$ cat src/rtl/sdram_bank_monitor.sv
module sdram_bank_monitor #(
  parameter int NBANK = 4,
  parameter int TW = 8,
  localparam int BW = $clog2(NBANK)
) (
  input  logic                 clk,
  input  logic                 rst,
  input  logic                 cs_n,
  input  logic                 ras_n,
  input  logic                 cas_n,
  input  logic                 we_n,
  input  logic [BW-1:0]        ba,
  input  logic                 a10,
  input  logic [TW-1:0]        t_rp,
  input  logic [TW-1:0]        t_rcd,
  input  logic [TW-1:0]        t_rfc,
  input  logic [TW-1:0]        t_mrd,
  input  logic [TW-1:0]        burst_len,
  output logic [3*NBANK-1:0]   bank_state,
  output logic [1:0]           dev_state,
  output logic                 err,
  output logic [BW-1:0]        err_bank,
  output logic [2:0]           err_code
);
  localparam int CW = TW + 1;

  typedef enum logic [2:0] {S_IDLE, S_ACTG, S_ACT, S_RD, S_WR, S_PRE, S_RDAP, S_WRAP} bst_t;
  typedef enum logic [1:0] {D_IDLE, D_REF, D_MRS, D_PALL} dst_t;
  typedef enum logic [2:0] {C_NOP, C_ACT, C_RD, C_WR, C_BST, C_PRE, C_REF, C_LMR} cmd_t;

  localparam logic [2:0] E_DEV = 3'd1, E_BANK = 3'd2, E_NIDLE = 3'd3,
                         E_NOROW = 3'd4, E_OPEN = 3'd5, E_BST = 3'd6;

  bst_t           st_q [NBANK];
  bst_t           st_d [NBANK];
  logic [CW-1:0]  cnt_q [NBANK];
  logic [CW-1:0]  cnt_d [NBANK];
  dst_t           dev_q, dev_d;
  logic [TW-1:0]  dcnt_q, dcnt_d;

  cmd_t           cmd;
  bst_t           tgt;
  logic           bad;
  logic [2:0]     why;
  logic [BW-1:0]  who;

  logic           ld, dld;
  bst_t           ld_tr, ld_fin;
  dst_t           dld_st;
  logic [CW-1:0]  ld_n;
  logic [TW-1:0]  dld_n;

  function automatic logic locked(bst_t s);
    return s == S_ACTG || s == S_PRE || s == S_RDAP || s == S_WRAP;
  endfunction

  always_comb begin
    if (cs_n) cmd = C_NOP;
    else begin
      case ({ras_n, cas_n, we_n})
        3'b011:  cmd = C_ACT;
        3'b101:  cmd = C_RD;
        3'b100:  cmd = C_WR;
        3'b110:  cmd = C_BST;
        3'b010:  cmd = C_PRE;
        3'b001:  cmd = C_REF;
        3'b000:  cmd = C_LMR;
        default: cmd = C_NOP;
      endcase
    end
  end

  assign tgt = st_q[ba];

  always_comb begin
    bad = 1'b0;
    why = 3'd0;
    who = ba;
    if (cmd != C_NOP) begin
      if (dev_q != D_IDLE) begin
        bad = 1'b1; why = E_DEV;
      end else if (cmd == C_REF || cmd == C_LMR) begin
        for (int i = NBANK - 1; i >= 0; i--)
          if (st_q[i] != S_IDLE) begin bad = 1'b1; why = E_NIDLE; who = BW'(i); end
      end else if (cmd == C_PRE && a10) begin
        for (int i = NBANK - 1; i >= 0; i--)
          if (locked(st_q[i])) begin bad = 1'b1; why = E_BANK; who = BW'(i); end
      end else if (locked(tgt)) begin
        bad = 1'b1; why = E_BANK;
      end else begin
        case (cmd)
          C_ACT:      if (tgt != S_IDLE) begin bad = 1'b1; why = E_OPEN; end
          C_RD, C_WR: if (tgt == S_IDLE) begin bad = 1'b1; why = E_NOROW; end
          C_BST:      if (tgt != S_RD && tgt != S_WR) begin bad = 1'b1; why = E_BST; end
          default: ;
        endcase
      end
    end
  end

  always_comb begin
    ld = 1'b0; ld_tr = S_IDLE; ld_fin = S_IDLE; ld_n = '0;
    dld = 1'b0; dld_st = D_IDLE; dld_n = '0;
    dev_d = dev_q;
    dcnt_d = dcnt_q;
    for (int i = 0; i < NBANK; i++) begin
      st_d[i] = st_q[i];
      cnt_d[i] = cnt_q[i];
      if (st_q[i] != S_IDLE && st_q[i] != S_ACT) begin
        if (cnt_q[i] <= CW'(1))
          st_d[i] = (st_q[i] == S_ACTG || st_q[i] == S_RD || st_q[i] == S_WR) ? S_ACT : S_IDLE;
        else
          cnt_d[i] = cnt_q[i] - CW'(1);
      end
    end
    if (dev_q != D_IDLE) begin
      if (dcnt_q <= TW'(1)) dev_d = D_IDLE;
      else dcnt_d = dcnt_q - TW'(1);
    end
    if (!bad) begin
      case (cmd)
        C_ACT: begin ld = 1'b1; ld_tr = S_ACTG; ld_fin = S_ACT; ld_n = {1'b0, t_rcd}; end
        C_RD, C_WR: begin
          ld = 1'b1;
          if (a10) begin
            ld_tr = (cmd == C_RD) ? S_RDAP : S_WRAP;
            ld_fin = S_IDLE;
            ld_n = {1'b0, burst_len} + {1'b0, t_rp};
          end else begin
            ld_tr = (cmd == C_RD) ? S_RD : S_WR;
            ld_fin = S_ACT;
            ld_n = {1'b0, burst_len};
          end
        end
        C_BST: st_d[ba] = S_ACT;
        C_PRE: begin
          if (a10) begin
            for (int i = 0; i < NBANK; i++) st_d[i] = S_IDLE;
            dld = 1'b1; dld_st = D_PALL; dld_n = t_rp;
          end else if (tgt != S_IDLE) begin
            ld = 1'b1; ld_tr = S_PRE; ld_fin = S_IDLE; ld_n = {1'b0, t_rp};
          end
        end
        C_REF: begin dld = 1'b1; dld_st = D_REF; dld_n = t_rfc; end
        C_LMR: begin dld = 1'b1; dld_st = D_MRS; dld_n = t_mrd; end
        default: ;
      endcase
    end
    if (ld) begin
      if (ld_n <= CW'(1)) st_d[ba] = ld_fin;
      else begin st_d[ba] = ld_tr; cnt_d[ba] = ld_n - CW'(1); end
    end
    if (dld && dld_n > TW'(1)) begin
      dev_d = dld_st;
      dcnt_d = dld_n - TW'(1);
    end
  end

  always_ff @(posedge clk) begin
    if (rst) begin
      for (int i = 0; i < NBANK; i++) begin
        st_q[i]  <= S_IDLE;
        cnt_q[i] <= '0;
      end
      dev_q    <= D_IDLE;
      dcnt_q   <= '0;
      err      <= 1'b0;
      err_bank <= '0;
      err_code <= 3'd0;
    end else begin
      for (int i = 0; i < NBANK; i++) begin
        st_q[i]  <= st_d[i];
        cnt_q[i] <= cnt_d[i];
      end
      dev_q    <= dev_d;
      dcnt_q   <= dcnt_d;
      err      <= bad;
      err_bank <= bad ? who : '0;
      err_code <= bad ? why : 3'd0;
    end
  end

  for (genvar g = 0; g < NBANK; g++) begin : g_out
    assign bank_state[3*g +: 3] = st_q[g];
  end
  assign dev_state = dev_q;

  assert_devbusy_R10: assert property (@(posedge clk) disable iff (rst)
    (dev_q != D_IDLE && cmd != C_NOP) |=> (err && err_code == E_DEV));

  assert_reject_hold_R11: assert property (@(posedge clk) disable iff (rst)
    (bad && (tgt == S_IDLE || tgt == S_ACT)) |=> (st_q[$past(ba)] == $past(tgt)));

  assert_act_enter_R2: assert property (@(posedge clk) disable iff (rst)
    (!bad && cmd == C_ACT && t_rcd > TW'(1)) |=> (st_q[$past(ba)] == S_ACTG));

  assert_pre_enter_R5: assert property (@(posedge clk) disable iff (rst)
    (!bad && cmd == C_PRE && !a10 && tgt != S_IDLE && t_rp > TW'(1)) |=> (st_q[$past(ba)] == S_PRE));

  assert_refresh_idle_R8: assert property (@(posedge clk) disable iff (rst)
    (dev_q == D_REF) |-> (bank_state == '0));
endmodule

$ cat config.mk
export PLATFORM = sky130hd
export DESIGN_NAME = sdram_bank_monitor
export DESIGN_NICKNAME = d
export VERILOG_FILES = /design/src/rtl/sdram_bank_monitor.sv
export SDC_FILE = /design/constraint.sdc
export NUM_CORES = 1
export LEC_CHECK = 0
export BUFFER_PORTS_ARGS = -buffer_cell sky130_fd_sc_hd__buf_2
export CAP_MARGIN = 20
export CORE_MARGIN = 4
export CORE_UTILIZATION = 55
export CTS_CLUSTER_SIZE = 28
export DETAILED_ROUTE_END_ITERATION = 8
export PLACE_DENSITY_LB_ADDON = 0.15
export SKIP_CTS_REPAIR_TIMING = 1
export SLEW_MARGIN = 20
export SYNTH_ARGS = -nofsm -noshare
export SYNTH_HDL_FRONTEND = slang
export SYNTH_SLANG_ARGS = --single-unit
$ cat constraint.sdc
create_clock -name clk -period 4.9 [get_ports clk]
set_input_delay 0.245 -clock clk [delete_from_list [all_inputs] [get_ports clk]]
set_output_delay 0.245 -clock clk [all_outputs]
set_load 0.03 [all_outputs]
# After elaboration in Yosys (flattened, before gate mapping)
# Memory sizes are Yosys's and may differ from the RTL's.
# Cells that the tools add are included.
# Widths: inputs -> output; s select.
# totals
register_bits	16
latch_bits	0
mem_bits_rw	48
romBits	0
output_inout_bits	20
elab_cells	262
mem_count	2
# classes
add_sub_neg	8
mul	0
div_mod_pow	0
order_cmp	9
eq_ne	48
shifts	0
mux	124
bitwise_logic	14
reduce_logical	51
# memory_table
name	depth	word_bits	read_ports	rd_clocked_by_memory_dff	wr	line	text
cnt_q	4	9	4	0	4	36	logic [CW-1:0] cnt_q [NBANK];
st_q	4	3	5	0	4	34	bst_t st_q [NBANK];
# ops
op	n
$mux 9	15
$mux 3	30
$eq 3x3->1 const B	26
$mux 36	2
$mux 8	7
$mux 2	25
$mux 12	4
$le 9x1->1 const B	5
$sub 9x1->9 const B	5
$bwmux 36	1
$pmux 9 s3	1
$mux 1	25
$bwmux 12	2
$eq 3x2->1 const B	8
$logic_or 1x1->1	24
$pmux 12 s2	1
$pmux 8 s3	1
$eq 3x1->1 const B	7
$pmux 3 s7	1
$demux 9 s2	1
$pmux 3 s3	2
$reduce_bool 3->1	6
$sub 8x1->8 const B	2
$ne 3x2->1 const B	5
other kinds (25)	48

# Depth between registers and ports, before layout
# An unclocked memory read counts as a cell.
# logic_depth
ltp_word	19
mapped_depth	17
mapped_depth_nobuf	13

# Worst setup path before layout
# No wires, ideal clock.
# synth_path
kind	register -> register
from	memory st_q[3][0] (netlist bit)
to	register dcnt_q[0]
t_arrival_ns	3.769
t_required_ns	4.772
path_slack_ns	1.003
stages_incl_launch_ff	16
n_path_buf	4
synth_period_minus_slack_ns	3.897
cell_sequence	dfxtp_1 clkbuf_1 mux4_2 or3_4 a2111oi_2 nand2_2 buf_1 nor3_1 inv_1 ha_1 clkbuf_1 o32ai_1 nand3b_1 clkbuf_1 a31oi_1 nor2_1
# synth_lines
item	line	text
from (decl)	34	
to (signal assigned)	176	dcnt_q <= dcnt_d;
to (decl)	39	logic [TW-1:0] dcnt_q, dcnt_d;

==> summary.txt <==
Synthesis
  • Top FF cell, synth: dfxtp_1
  • Syn_area_per_cell: 7.83 µm²
  • Fraction of the yosys area taken by sequential cells: 23.9%
  • Post-synth EDFFs: 0
  • Post-synthesis async set-or-reset flop share: 0%
  • Library cells used by synthesis: 79
  • Synth Instances: 685
  • Netlist Area Pre-Place: 0.00536 mm²
  • Yosys warns: 0
  • Seq cells post-synth: 64
  • Post-Syn Nets: 758

Worst setup path
  • FF-to-FF setup slack: 0.76 ns
  • WP data required: 5.10 ns
  • RR Startpoint: st_q[1][2]$_SDFF_PP0_
  • Setup CP Type: reg -> reg
  • CP Launch Point: st_q[1][2]$_SDFF_PP0_
  • Startpoint Class: register
  • CP Capture Type: register
  • Arr. time, crit path: 4.33 ns
  • Critical path fanouts, max: 18

Power
  • Static leakage: 2.37 nW
  • Clk pwr share: 35.6%
  • Fraction of power consumed by combinational cells: 23.8%
  • Power density over the cells: 225 mW/mm²
  • NetSw: 0.424 mW
  • Worst vdd ir: 134 µV
  • Int Pwr: 0.928 mW
  • Sequential power share: 40.6%
  • Switching Share: 31.3%

Die
  • Row count: 35
  • Num ports: 69
  • Die height: 107 µm
  • Die span in x: 107 µm
  • Die ar.: 0.0114 mm²
  • Initial Util: 57.2%
  • Core area: 0.00937 mm²

Routing
  • DR WL met3: 1330 µm
  • Initial DRC Count: 438
  • Uppermost layer routed: met4
  • DRC viols: 0
  • Vias per inst: 6.40
  • Routed wire length: 15900 µm
  • Vias: 5577
  • Metal1 wirelength: 7000 µm
  • Drt wl/cell: 18.3 µm
  • First-pass DRT Iterations: 6
  • Routed Antenna Nets: 0
  • DR WL met2: 7320 µm

Global route
  • Initial antenna violation count: 0
  • GR Util All Layers: 27.6%
  • GRT overflow: 0
  • First-pass GRT wire length: 25600 µm
  • Vias in the first global route: 5224
  • Largest net degree at the start of global routing: 40

Place
  • Routability Congestion: 0.950
  • Post-detail-place hpwl: 11800 µm
  • Port buffer count: 68
  • Pre-CTS WS: 0.665 ns

Layout
  • Layout cells sized above 1: 18.4%
  • Layout filler cell count: 844
  • Final net count: 812
  • Ant diodes: 0
  • Area grow syn2layout: 12.0%

STA
  • Final WS setup: 0.761 ns
  • Final setup TNS: 0 ns
  • Final hold vios: 0
  • Maximum clock frequency: 242 MHz
  • Fin crit period: 4.14 ns
  • Unrepaired setup endpoints after global routing: no
  • Final period util: 84.5%
  • Rel. slew slack: 44.3%
  • Clock Skews: 0.0126 ns
  • Slew Limit Fails: 0
  • Final setup violation count: 0
  • Worst-margin pin slew: 0.826 ns

Clock tree
  • Clk slew on worst S/H paths: 0.07 ns
  • H-Tree Depth: 3
  • CTS buffer count: 9
  • Clk Latency, worst-skew pair: 0.35 ns
  • Clock sinks: 64
  • Clock tree buffer depth: 2
  • CTS tree: yes
  • Clk root buf: clkbuf_8

Worst hold path
  • Hold_sp: ba[0]
  • Hold crit path type: in -> reg

Run
  • Maxcap violations: 0

Run status
  • Outcome: finished, final reports clean
[per-stage QoR]
stage | utilization [%] | hold WS (ns) | instance area, µm² | instances | total power, mW
floorplan | - | 0.468 | 5360 | 685 | 0.778
global placement | 61.9 | 0.455 | 5800 | 857 | 0.865
detailed placement | 61.9 | 0.495 | 5800 | 857 | 0.874
CTS | 64.1 | 0.331 | 6010 | 872 | 1.35
global route | 64.1 | 0.379 | 6010 | 872 | 1.41
finish | 64.1 | 0.353 | 6010 | 872 | 1.35
[final timing paths]
check,cells after the start,endpoint
worst max-delay path,11,dcnt_q[7]$_SDFFE_PP0P_
worst min-delay path,3,st_q[3][1]$_SDFF_PP0_
worst max register to register,11,dcnt_q[7]$_SDFFE_PP0P_
worst min register to register,2,dev_state[1]$_SDFFE_PP0P_
[worst max-delay path, cell delays in order, from the launching register on]
cell and delay (ns):
dfxtp_1 0.41, mux4_2 0.60, or3_4 0.46, a2111oi_2 0.39
nand2_2 0.21, nor3_1 0.35, inv_1 0.08, ha_1 0.28
o32ai_1 0.17, nand3b_1 0.52, nor4_1 0.45, a211oi_1 0.09
[cell usage in the layout, fill, tap and decap left out, drive strengths merged, types with 7 or more instances in the layout]
cell / count
a31oi: 10
o31ai: 12
nand2b: 9
ha: 23
mux2: 18
a211o: 9
inv: 28
or3: 17
dfxtp: 64
buf: 81
nand3: 13
xnor2: 24
nand4: 8
a211oi: 21
nor3: 32
nand2: 52
o21ai: 32
nor4: 10
clkbuf: 12
nor2: 88
a21oi: 32
mux2i: 17
a32oi: 10
xor2: 19
or4: 7
[flip-flops by register name, indices dropped and copies added, names as in the netlist]
| name | cells |
|---|---|
| cnt_q | 36 |
| err_code | 3 |
| err | 1 |
| dev_state | 2 |
| dcnt_q | 8 |
| err_bank | 2 |
| st_q | 12 |
[area by class of cell]
class / instances / area [µm²] / area share, %
multi-input cells: 555 / 3810 / 63.5
flip-flops and latches: 64 / 1280 / 21.3
repair buffers: 81 / 438 / 7.29
clock buffers: 12 / 165 / 2.75
well taps: 129 / 161 / 2.69
inverters: 28 / 105 / 1.75
clock inverters: 3 / 40.0 / 0.667
[synth_stat cells (12+ instances only)]
master / number / area [µm²]
dfxtp_1: 64 / 1280
nor2_1: 88 / 330
a211oi_1: 20 / 150
nand2_1: 51 / 191
mux2i_1: 17 / 170
or3_1: 16 / 100
nor3_1: 32 / 160
nand3_1: 13 / 65.1
xnor2_1: 24 / 210
ha_1: 23 / 288
a21oi_1: 32 / 160
clkbuf_1: 30 / 113
mux2_2: 18 / 203
o21ai_0: 29 / 145
inv_1: 27 / 101
xor2_1: 19 / 166
o31ai_1: 12 / 90.1
[per-layer routing]
layer,track usage (%),vias up
li1,-,2659
met1,37.9,2638
met2,44.0,246
met3,5.66,34
met4,7.58,0
met5,0,-
[cell families after synthesis]
| group | synth area share [%] |
|---|---|
| AOI/OAI and AO/OA | 24.9 |
| xor gates and xnor gates | 7.03 |
| adders and majority gates | 5.74 |
| buffers and inverters | 5.04 |
| DFF | 23.9 |
| muxes | 8.22 |
| and+or+nand+nor | 25.2 |
[power groups by stage]
stage	Sequential [mW]	Clock [mW]	Combinational [mW]
2_1_floorplan	0.561	0	0.217
3_3_place_gp	0.559	0	0.306
3_5_place_dp	0.560	0	0.314
4_1_cts	0.548	0.487	0.315
5_1_grt	0.550	0.516	0.348
6_report	0.548	0.482	0.322
(Power assumes the default switching activity.)
